File: config.mk
export PLATFORM = sky130hd
export DESIGN_NAME = color_code_lock
export DESIGN_NICKNAME = d
export VERILOG_FILES = /design/src/rtl/lock_pkg.sv /design/src/rtl/lock_press_decode.sv /design/src/rtl/lock_seq_fsm.sv /design/src/rtl/color_code_lock.sv
export SDC_FILE = /design/constraint.sdc
export NUM_CORES = 1
export LEC_CHECK = 0
export ABC_AREA = 1
export BUFFER_PORTS_ARGS = -buffer_cell sky130_fd_sc_hd__buf_2
export CAP_MARGIN = 0
export CELL_PAD_IN_SITES_DETAIL_PLACEMENT = 1
export CELL_PAD_IN_SITES_GLOBAL_PLACEMENT = 1
export CORE_AREA = 2 2 39 41
export DETAILED_ROUTE_END_ITERATION = 8
export DIE_AREA = 0 0 41 43
export GPL_TIMING_DRIVEN = 0
export PLACE_DENSITY = 0.71
export RECOVER_POWER = 50
export SLEW_MARGIN = 20
export SYNTH_ARGS = -nofsm -noshare
export SYNTH_HDL_FRONTEND = slang
export SYNTH_HIERARCHICAL = 1
export SYNTH_SLANG_ARGS = --single-unit
export TNS_END_PERCENT = 1
File: constraint.sdc
create_clock -name clk_i -period 1.2 [get_ports clk_i]
set_input_delay 0.24 -clock clk_i [delete_from_list [all_inputs] [get_ports clk_i]]
set_output_delay 0.24 -clock clk_i [all_outputs]
set_load 0.03 [all_outputs]
File: src/rtl/lock_pkg.sv
package lock_pkg;
  localparam int unsigned CODE_LEN = 4;

  typedef enum logic [2:0] {
    PR_NONE  = 3'd0,
    PR_RED   = 3'd1,
    PR_BLUE  = 3'd2,
    PR_GREEN = 3'd3,
    PR_BAD   = 3'd4
  } press_e;

  typedef enum logic [2:0] {
    ST_IDLE  = 3'd0,
    ST_ARMED = 3'd1,
    ST_GOT1  = 3'd2,
    ST_GOT2  = 3'd3,
    ST_GOT3  = 3'd4,
    ST_OPEN  = 3'd5
  } lock_state_e;

  // expected press in each code state
  function automatic press_e want_press(lock_state_e st);
    case (st)
      ST_ARMED: want_press = PR_RED;
      ST_GOT1:  want_press = PR_BLUE;
      ST_GOT2:  want_press = PR_GREEN;
      ST_GOT3:  want_press = PR_RED;
      default:  want_press = PR_BAD;
    endcase
  endfunction

  function automatic lock_state_e step_state(lock_state_e st);
    case (st)
      ST_ARMED: step_state = ST_GOT1;
      ST_GOT1:  step_state = ST_GOT2;
      ST_GOT2:  step_state = ST_GOT3;
      ST_GOT3:  step_state = ST_OPEN;
      default:  step_state = ST_IDLE;
    endcase
  endfunction
endpackage

File: src/rtl/lock_press_decode.sv
module lock_press_decode
  import lock_pkg::*;
(
  input  logic   any_i,
  input  logic   red_i,
  input  logic   blue_i,
  input  logic   green_i,
  output press_e press_o
);
  logic [2:0] col;
  assign col = {green_i, blue_i, red_i};

  always_comb begin
    if (!any_i)               press_o = PR_NONE;
    else if (col == 3'b001)   press_o = PR_RED;
    else if (col == 3'b010)   press_o = PR_BLUE;
    else if (col == 3'b100)   press_o = PR_GREEN;
    else                      press_o = PR_BAD;
  end

  // simultaneous colors never decode as a single valid color
  always_comb begin
    if ($countones(col) > 1)
      a_r5_multi_is_bad: assert (press_o == PR_BAD || press_o == PR_NONE);
  end
endmodule

File: src/rtl/lock_seq_fsm.sv
module lock_seq_fsm
  import lock_pkg::*;
(
  input  logic   clk_i,
  input  logic   rst_ni,
  input  logic   start_i,
  input  press_e press_i,
  output logic   unlock_o
);
  lock_state_e state_q, state_d;

  always_comb begin
    state_d = state_q;
    unique case (state_q)
      ST_IDLE:  if (start_i) state_d = ST_ARMED;
      ST_OPEN:  state_d = ST_IDLE;
      ST_ARMED, ST_GOT1, ST_GOT2, ST_GOT3: begin
        if (press_i == PR_NONE)                  state_d = state_q;
        else if (press_i == want_press(state_q)) state_d = step_state(state_q);
        else                                     state_d = ST_IDLE;
      end
      default:  state_d = ST_IDLE;
    endcase
  end

  always_ff @(posedge clk_i or negedge rst_ni) begin
    if (!rst_ni) state_q <= ST_IDLE;
    else         state_q <= state_d;
  end

  assign unlock_o = (state_q == ST_OPEN);

  logic in_code;
  assign in_code = (state_q == ST_ARMED) || (state_q == ST_GOT1) ||
                   (state_q == ST_GOT2)  || (state_q == ST_GOT3);

  a_r2_idle_waits: assert property (@(posedge clk_i) disable iff (!rst_ni)
    (state_q == ST_IDLE && !start_i) |=> state_q == ST_IDLE);

  a_r4_no_press_holds: assert property (@(posedge clk_i) disable iff (!rst_ni)
    (in_code && press_i == PR_NONE) |=> $stable(state_q));

  a_r6_bad_press_resets: assert property (@(posedge clk_i) disable iff (!rst_ni)
    (in_code && press_i == PR_BAD) |=> state_q == ST_IDLE);

  a_r7_single_pulse: assert property (@(posedge clk_i) disable iff (!rst_ni)
    unlock_o |=> !unlock_o);

  a_r3_open_after_red: assert property (@(posedge clk_i) disable iff (!rst_ni)
    $rose(unlock_o) |-> $past(press_i == PR_RED));
endmodule

File: src/rtl/color_code_lock.sv
module color_code_lock
  import lock_pkg::*;
(
  input  logic clk_i,
  input  logic rst_ni,
  input  logic start_i,
  input  logic red_i,
  input  logic blue_i,
  input  logic green_i,
  input  logic any_i,
  output logic unlock_o
);
  press_e press;

  lock_press_decode u_decode (
    .any_i   (any_i),
    .red_i   (red_i),
    .blue_i  (blue_i),
    .green_i (green_i),
    .press_o (press)
  );

  lock_seq_fsm u_fsm (
    .clk_i    (clk_i),
    .rst_ni   (rst_ni),
    .start_i  (start_i),
    .press_i  (press),
    .unlock_o (unlock_o)
  );
endmodule

# == Yosys cells after proc, flatten, opt, wreduce, memory -nomap -nowiden ==
# Index checks and enable logic that the tools add are counted.
# Widths: inputs -> output; s select.
# word_totals
romBits,0
latchBits,0
wordCells,29
mem_bits_rw,0
ff_bits,3
in_bits,7
mem_count,0
# classes
eq_ne,11
addsub,0
n_reduce_logical,5
n_mul,0
n_mux,12
div_mod_pow,0
n_lt_le_gt_ge,0
shift,0
n_bitwise,0
# ops
cell,n
$mux 3,9
$pmux 3 s4,1
$eq 3x2->1 const B,3
$eq 3x3->1 const B,3
$pmux 3 s3,1
$eq 3x1->1 const B,2
$logic_not 3->1,2
$pmux 3 s2,1
$ne 2x2->1 const B,2
$reduce_or 4->1,1
$eq 3x3->1,1
$reduce_and 2->1,1
$reduce_or 2->1,1

# == Depth between registers and ports, before layout ==
# Gate-level depths: netlist of the first run.
# depth
depth_word,12
ltp_mapped,13
depth_no_buf,13

# == Cells and area by module ==
# The synthesis of the first run kept the hierarchy.
# by_module_without_submodules
module,area_per_inst_um2,cells_per_inst,instances
lock_seq_fsm,266.5,47,1
lock_press_decode,63.8,14,1

# == Worst setup path before layout of the first run ==
# Ideal clock, no wire load.
# synth_timing
path_kind,reg2out
start,register u_fsm.state_q[2]
end,output port unlock_o
t_required_ps,960
slack_ps,21
n_path_buf,0
stages_incl_launch_ff,3
arrival_ps,939
cell_sequence,dfrtp_1 > nand2_1 > nor2_1
# synth_between
elab_chain_len,1
# synth_lines
item,line,text
start: declaration,lock_seq_fsm.sv:10,"lock_state_e state_q, state_d;"
start signal: assignment,lock_seq_fsm.sv:28,else state_q <= state_d;
$eq 3x3->1,lock_seq_fsm.sv:31,assign unlock_o = (state_q == ST_OPEN);
end: declaration,color_code_lock.sv:11,output logic unlock_o
# Every way passes these cells.

# == Worst setup path in the final report of the first run ==
# layout_timing
start,register u_fsm.state_q[2]
end,register u_fsm.state_q[0]
# layout_between
elab_chain_len,9
elab_cells_between_ends,18
cone_classes,eq/ne (7); mux (7); reduce/logical (4)
# layout_lines
item,line,text
$eq 3x3->1 / $eq 3x1->1 (equally long branches),--,
$reduce_or 2->1 (no source line),--,
$pmux 3 s3,lock_pkg.sv:23,case (st)
$mux 3,lock_seq_fsm.sv:18,if (press_i == PR_NONE) state_d = state_q;
$mux 3,lock_seq_fsm.sv:14,unique case (state_q)
$eq 3x3->1,lock_seq_fsm.sv:19,else if (press_i == want_press(state_q)) state_d = step_state(state_q);
$mux 3,lock_seq_fsm.sv:19,
$mux 3,lock_seq_fsm.sv:18,
$pmux 3 s2,lock_seq_fsm.sv:14,
# Several ways; a longest one is shown, not always the timed one. The select of a mux whose other input is x is not followed.
# A chain may end at the register's enable or synchronous reset.

==> results of run 1 <==
## power by group through the flow
stage          Sequential [uW]  Clock, uW  Combinational [uW]
6_report                   205        180                 568
5_1_grt                    211        195                 630
4_1_cts                    193        185                 499
3_5_place_dp               189          0                 405
3_3_place_gp               191          0                 392
2_1_floorplan              175          0                 322
## worst max-delay path, cell delays in order, from the launching register on
cell and delay (ps):
dfrtp_2 430, nor2_1 160, nand2_2 110, nor2_1 140, nor2_2 70, nand3_4 70
nand2_1 60, nand2_1 60, nand2_1 50
## layout make-up
type	instances	area, um^2
clock buffer	4	26.28
fill	196	877.1
inverter	10	42.54
multi-input combinational	48	264.0
sequential	3	77.57
tap	16	20.02
timing repair buffer	11	76.32
## kinds of logic (layout without fill, tap and decap cells)
group / Yosys count / in the layout / share of synthesized area, %
simple gates: 43 / 43 / 57.20
buf+inv: 10 / 25 / 11.36
flops: 3 / 3 / 22.73
compound gates: 5 / 5 / 8.710
## final timing paths
check / cells after the start / startpoint / slack [ps] / endpoint
max: 8 / u_fsm/state_q[2] / -70 / u_fsm/state_q[0]
min: 2 / rst_ni / 350 / u_fsm/state_q[1]
max reg2reg: 8 / u_fsm/state_q[2] / -70 / u_fsm/state_q[0]
min reg2reg: 2 / u_fsm/state_q[0] / 600 / u_fsm/state_q[0]
max in group asynchronous: 2 / rst_ni / 680 / u_fsm/state_q[2]
min in group clk_i: 6 / start_i / 420 / u_fsm/state_q[0]
## placed cells by master (no fill, tap or decap)
cell type / synthesis / final
nand3_2: 1 / 1
nand2_2: 2 / 5
inv_2: 2 / 1
dfrtp_2: 0 / 2
nand3_4: 0 / 1
buf_4: 0 / 2
o21ai_0: 1 / 1
a21oi_2: 1 / 1
nand4_1: 2 / 2
nor2_2: 1 / 3
nor3_1: 1 / 1
dlygate4sd3_1: 0 / 1
or2_4: 0 / 1
clkbuf_4: 0 / 3
inv_1: 8 / 8
nor2_1: 6 / 4
nand2_4: 0 / 2
o21ai_2: 0 / 1
inv_6: 0 / 1
clkbuf_1: 0 / 2
nand2_1: 25 / 20
a21oi_1: 1 / 1
buf_2: 0 / 5
buf_6: 0 / 2
nand3_1: 4 / 3
o21ai_1: 2 / 1
dfrtp_1: 3 / 1
## timing repair
action / in CTS / in global routing
resized for setup: 11 / 9
setup endpoints to repair: 4 / 4
hold buffers: 1 / 0
buffers inserted: 3 / 0
endpoints found under the hold margin: 3 / 0
pin swaps: 3 / 4
## per-layer routing
metal / share of wire [%] / global-route usage, % / vias to the layer above
met5: 0 / 0 / -
met4: 0 / 4.000 / 0
met3: 1.3 / 1.571 / 0
met2: 56 / 21.25 / 5
met1: 43 / 19.87 / 203
li1: - / - / 219
## metrics by stage
| stage | total power [uW] | cells | area [um^2] | setup slack, ps | hold slack, ps |
|---|---|---|---|---|---|
| after global routing | 1035 | 92 | 506.7 | -157.7 | 362.1 |
| after global placement | 583.2 | 84 | 385.4 | -261.1 | 35.00 |
| after floorplan | 496.7 | 61 | 330.3 | 21.32 | -55.59 |
| final | 953.3 | 92 | 506.7 | -71.59 | 347.0 |
| after detailed placement | 593.3 | 84 | 385.4 | -302.1 | 36.86 |
| after CTS | 877.1 | 92 | 475.5 | -48.21 | 331.1 |
==> impl_metrics.py, run 1 <==
metrics = {
    "status": {
        "status": "complete, but fails checks",
        "violations": "negative setup slack",
    },
    "hold_path": {
        "holdCritPathClass": "input pin to async pin",
    },
    "cts": {
        "clock_latency_ps": 230,
        "htreeDepth": 1,
        "clockRootBuffer": "clkbuf_4",
        "cts_tree": "yes",
        "clkTransAtPathRegs_ps": 40,
        "ctsLongestPathBuffers": 2,
        "clkSinkCount": 3,
        "numCtsBuffers": 3,
    },
    "detailed_routing": {
        "drtIter0Drc": 1,
        "drc": 0,
        "via_per_inst": 4.641,
        "avgRoutedWirePerCell_um": 11.93,
        "via_count": 427,
        "antenna_left": 0,
        "drtPass1Iterations": 2,
        "drt_wl_total_um": 1098,
    },
    "cells_and_area": {
        "largest_reg_flops": 3,
        "layout-drive-gt1-share_pct": 40.79,
        "largest_register": "u_fsm/state_q",
        "area_delta_synth_final_pct": 53.41,
        "antenna_cells": 0,
        "fin_nets": 84,
        "top_regs": "u_fsm/state_q: 3 flops",
        "utilization_pct": 36.62,
    },
    "logic_synthesis": {
        "yosysMostFrequentCell": "nand2_1",
        "syn_area_um2": 330.3,
        "synth_cells": 61,
        "synth-seq-cells": 3,
        "ys_top_cells_by_count": "nand2_1 (25), inv_1 (8), nor2_1 (6), nand3_1 (4), dfrtp_1 (3)",
        "ys_seq_area_share_pct": 22.73,
        "synth-edff-count": 0,
        "synth_top_cell_area_share_pct": 28.41,
        "synth_nets": 68,
        "yosys.area.top_type": "nand2_1",
        "syn-mean-instance-area_um2": 5.415,
        "synth-main-ff-cell": "dfrtp_1",
        "yosysWarnings": 6,
        "synth_cell_types": 16,
        "yosys-top-cells-area": "nand2_1 (28%), dfrtp_1 (23%), inv_1 (9.1%)",
        "ys_async_sr_fraction_pct": 100.0,
    },
    "power": {
        "p_int_uw": 486.0,
        "p_clk_share_pct": 18.9,
        "vdd.ir_drop.worst_uv": 555.3,
        "comb_power_share_pct": 59.6,
        "switching_share_pct": 49.02,
        "p_seq_share_pct": 21.5,
        "power_density_nw_per_um2": 1881,
        "netSwitchingPower_uw": 467.3,
        "cellLeakagePower_uw": 0.0002711,
    },
    "placement": {
        "post-dp-hpwl_um": 680.2,
        "io_buffers": 7,
        "gp_congestion": 0.7400,
    },
    "die": {
        "start_util_pct": 23.87,
        "die_y_um": 43,
        "num_io_pins": 8,
        "die_area_um2": 1763,
        "core_um2": 1384,
        "rows": 14,
        "die_w_um": 41,
    },
    "grt": {
        "antenna_found_initial": 0,
        "grt-ovfl-total": 0,
        "grt_max_degree": 8,
        "grt_pass1_vias": 402,
        "grt_pass1_wl_um": 1725,
        "track_usage_pct": 13.94,
    },
    "sta": {
        "skew_ps": 3.495,
        "grt_setup_unrepaired": "true",
        "maxSlewHeadroom_pct": 83.37,
        "final_max_slew_viol_count": 0,
        "setup_violations": 4,
        "timing.final.ws_setup_ps": -71.59,
        "worstMarginPinSlew_ps": 249.5,
        "clock.fmax_mhz": 786.4,
        "fin_crit_ps": 1272,
        "final_hold_viol_count": 0,
        "final.period_utilization_pct": 106.0,
        "fin_tns_setup_ps": -159.3,
    },
    "worst_setup_path": {
        "crit_path_end_kind": "register",
        "arrival_ps": 1390,
        "critPathMaxFanout": 4,
        "required_ps": 1310,
        "crit_path_start_kind": "register",
        "worstSetupPathType": "register to register",
    },
    "job": {
        "cap_violations": 0,
    },
}
Note: power is estimated with default switching activity, not from simulation.
==> run 2, diff against run 1 <==
--- a/constraint.sdc
+++ b/constraint.sdc
@@ -3,2 +3,2 @@
 set_output_delay 0.24 -clock clk_i [all_outputs]
-set_load 0.03 [all_outputs]
+set_load 0.02 [all_outputs]
==> run 2 against run 1 <==
- the run still ends with negative setup slack left
- clock-buffer cell count did not move
- critical path type unchanged
- worst hold slack is essentially flat
- sequential power increased by 8%
- clock power grew 2%
==> impl_metrics.py, run 2 (synthesized netlist as in run 1, its figures left out) <==
metrics = {
    "status": {
        "status": "complete, but fails checks",
        "violations": "negative setup slack",
    },
    "worst_setup_path": {
        "required_ps": 1310,
        "crit_path_end_kind": "register",
        "r2r_start": "u_fsm/state_q[1]",
        "reg2regPathDepth": 7,
        "worstSetupPathType": "register to register",
        "r2r-end": "u_fsm/state_q[0]",
        "crit_path_start_kind": "register",
        "r2r_slack_ps": -70,
        "critPathMaxFanout": 7,
        "arrival_ps": 1380,
    },
    "job": {
        "cap_violations": 0,
    },
    "cells_and_area": {
        "fin_nets": 83,
        "top_regs": "u_fsm/state_q: 3 flops",
        "finalNonFillerCells": 91,
        "final_cell_mix": "nand2_1 (20), inv_1 (6), nand2_2 (6)",
        "antenna_cells": 0,
        "layout-drive-gt1-share_pct": 45.33,
        "largest_reg_flops": 3,
        "layout.cells.most_common": "nand2_1",
        "area_delta_synth_final_pct": 44.70,
        "num-fill-cells": 194,
        "largest_register": "u_fsm/state_q",
        "stdcell_area_um2": 478.0,
    },
    "die": {
        "die_y_um": 43,
        "rows": 14,
        "core_um2": 1384,
        "die_area_um2": 1763,
        "num_io_pins": 8,
        "start_util_pct": 23.87,
        "die_w_um": 41,
    },
    "placement": {
        "placedCellCount": 84,
        "place_area_um2": 385.4,
        "post-dp-hpwl_um": 680.2,
        "gp_congestion": 0.7400,
        "place_ws_ps": -302.1,
        "io_buffers": 7,
    },
    "cts": {
        "clockRootBuffer": "clkbuf_4",
        "clkSinkCount": 3,
        "ctsLongestPathBuffers": 2,
        "cts_tree": "yes",
        "clock_latency_ps": 230,
        "htreeDepth": 1,
        "numCtsBuffers": 3,
        "clkTransAtPathRegs_ps": 40,
    },
    "power": {
        "power_density_nw_per_um2": 1905,
        "vdd.ir_drop.worst_uv": 564.6,
        "cellLeakagePower_uw": 0.0002514,
    },
    "sta": {
        "grt_setup_unrepaired": "true",
        "worstMarginPinSlew_ps": 239.2,
        "final.period_utilization_pct": 105.9,
        "setup_violations": 3,
        "final_max_slew_viol_count": 0,
        "timing.hold.ws_ps": 346.8,
        "final_hold_viol_count": 0,
        "clock.fmax_mhz": 786.7,
        "fin_crit_ps": 1271,
        "timing.final.ws_setup_ps": -71.09,
        "maxSlewHeadroom_pct": 84.05,
        "skew_ps": 1.120,
    },
    "detailed_routing": {
        "drtIter0Drc": 6,
        "via_count": 428,
        "via_per_inst": 4.703,
        "avgRoutedWirePerCell_um": 11.49,
        "drc": 0,
        "drtPass1Iterations": 4,
        "antenna_left": 0,
        "drt_wl_total_um": 1046,
    },
    "hold_path": {
        "holdCritPathClass": "input pin to async pin",
    },
    "grt": {
        "grt-ovfl-total": 0,
        "antenna_found_initial": 0,
        "grt_pass1_wl_um": 1642,
        "grt_max_degree": 8,
        "track_usage_pct": 13.05,
        "grt_pass1_vias": 389,
    },
}
-- run 2: changes by cell type in the layout (fill, tap and decap cells not counted), sizes merged --
cell  before  now
buf        9    8
-- run 2: power breakdown --
part           switching, uW  internal [uW]
clock                   58.5            125
sequential              78.0            144
combinational            307            198
total                    443            467
-- run 2: metal layers --
layer	vias to the layer above	routed length [um]	global-route usage, %
met1	204	454	18.97
met5	-	0	0
met4	0	0	4.000
met3	0	16	1.571
met2	7	575	19.38
li1	217	-	-
-- run 2: worst max path at each step --
| stage | startpoint | end | slack [ps] |
|---|---|---|---|
| floorplan | blue_i | u_fsm/state_q[0] | 20 |
| global placement | blue_i | u_fsm/state_q[0] | -260 |
| detailed placement | green_i | u_fsm/state_q[0] | -300 |
| CTS | u_fsm/state_q[0] | unlock_o | -30 |
| global route | u_fsm/state_q[2] | u_fsm/state_q[0] | -160 |
| finish | u_fsm/state_q[1] | u_fsm/state_q[0] | -70 |
-- run 2: what timing repair did --
action,CTS,global route
setup buffers,1,1
endpoints found under the setup margin,4,4
resized for setup,8,10
pin swaps,2,7
hold buffers,1,0
hold endpoints to repair,3,0
-- run 2: critical path, cell delays in order (launching register included) --
cell	delay, ps
dfrtp_2	450
or2_4	290
nor2_1	90
nand2_1	60
nand2_2	100
nor2_2	40
nand2_1	60
nand2_1	60
-- run 2: through the flow --
stage	setup TNS, ps	total power (uW)	util, %
after floorplan	0	494.2	-
after global placement	-737.2	580.6	27.85
after detailed placement	-837.1	590.8	27.85
after CTS	-54.53	835.6	32.55
after global routing	-381.1	995.2	34.54
final	-115.7	910.5	34.54
-- run 2: cell type report --
type / instances / area [um^2] / area share, %
clock buffers: 4 / 26.28 / 5.497
inverters: 10 / 37.54 / 7.853
multi-input cells: 48 / 254.0 / 53.14
flip-flops and latches: 3 / 78.83 / 16.49
well taps: 16 / 20.02 / 4.188
repair buffers: 10 / 61.31 / 12.83
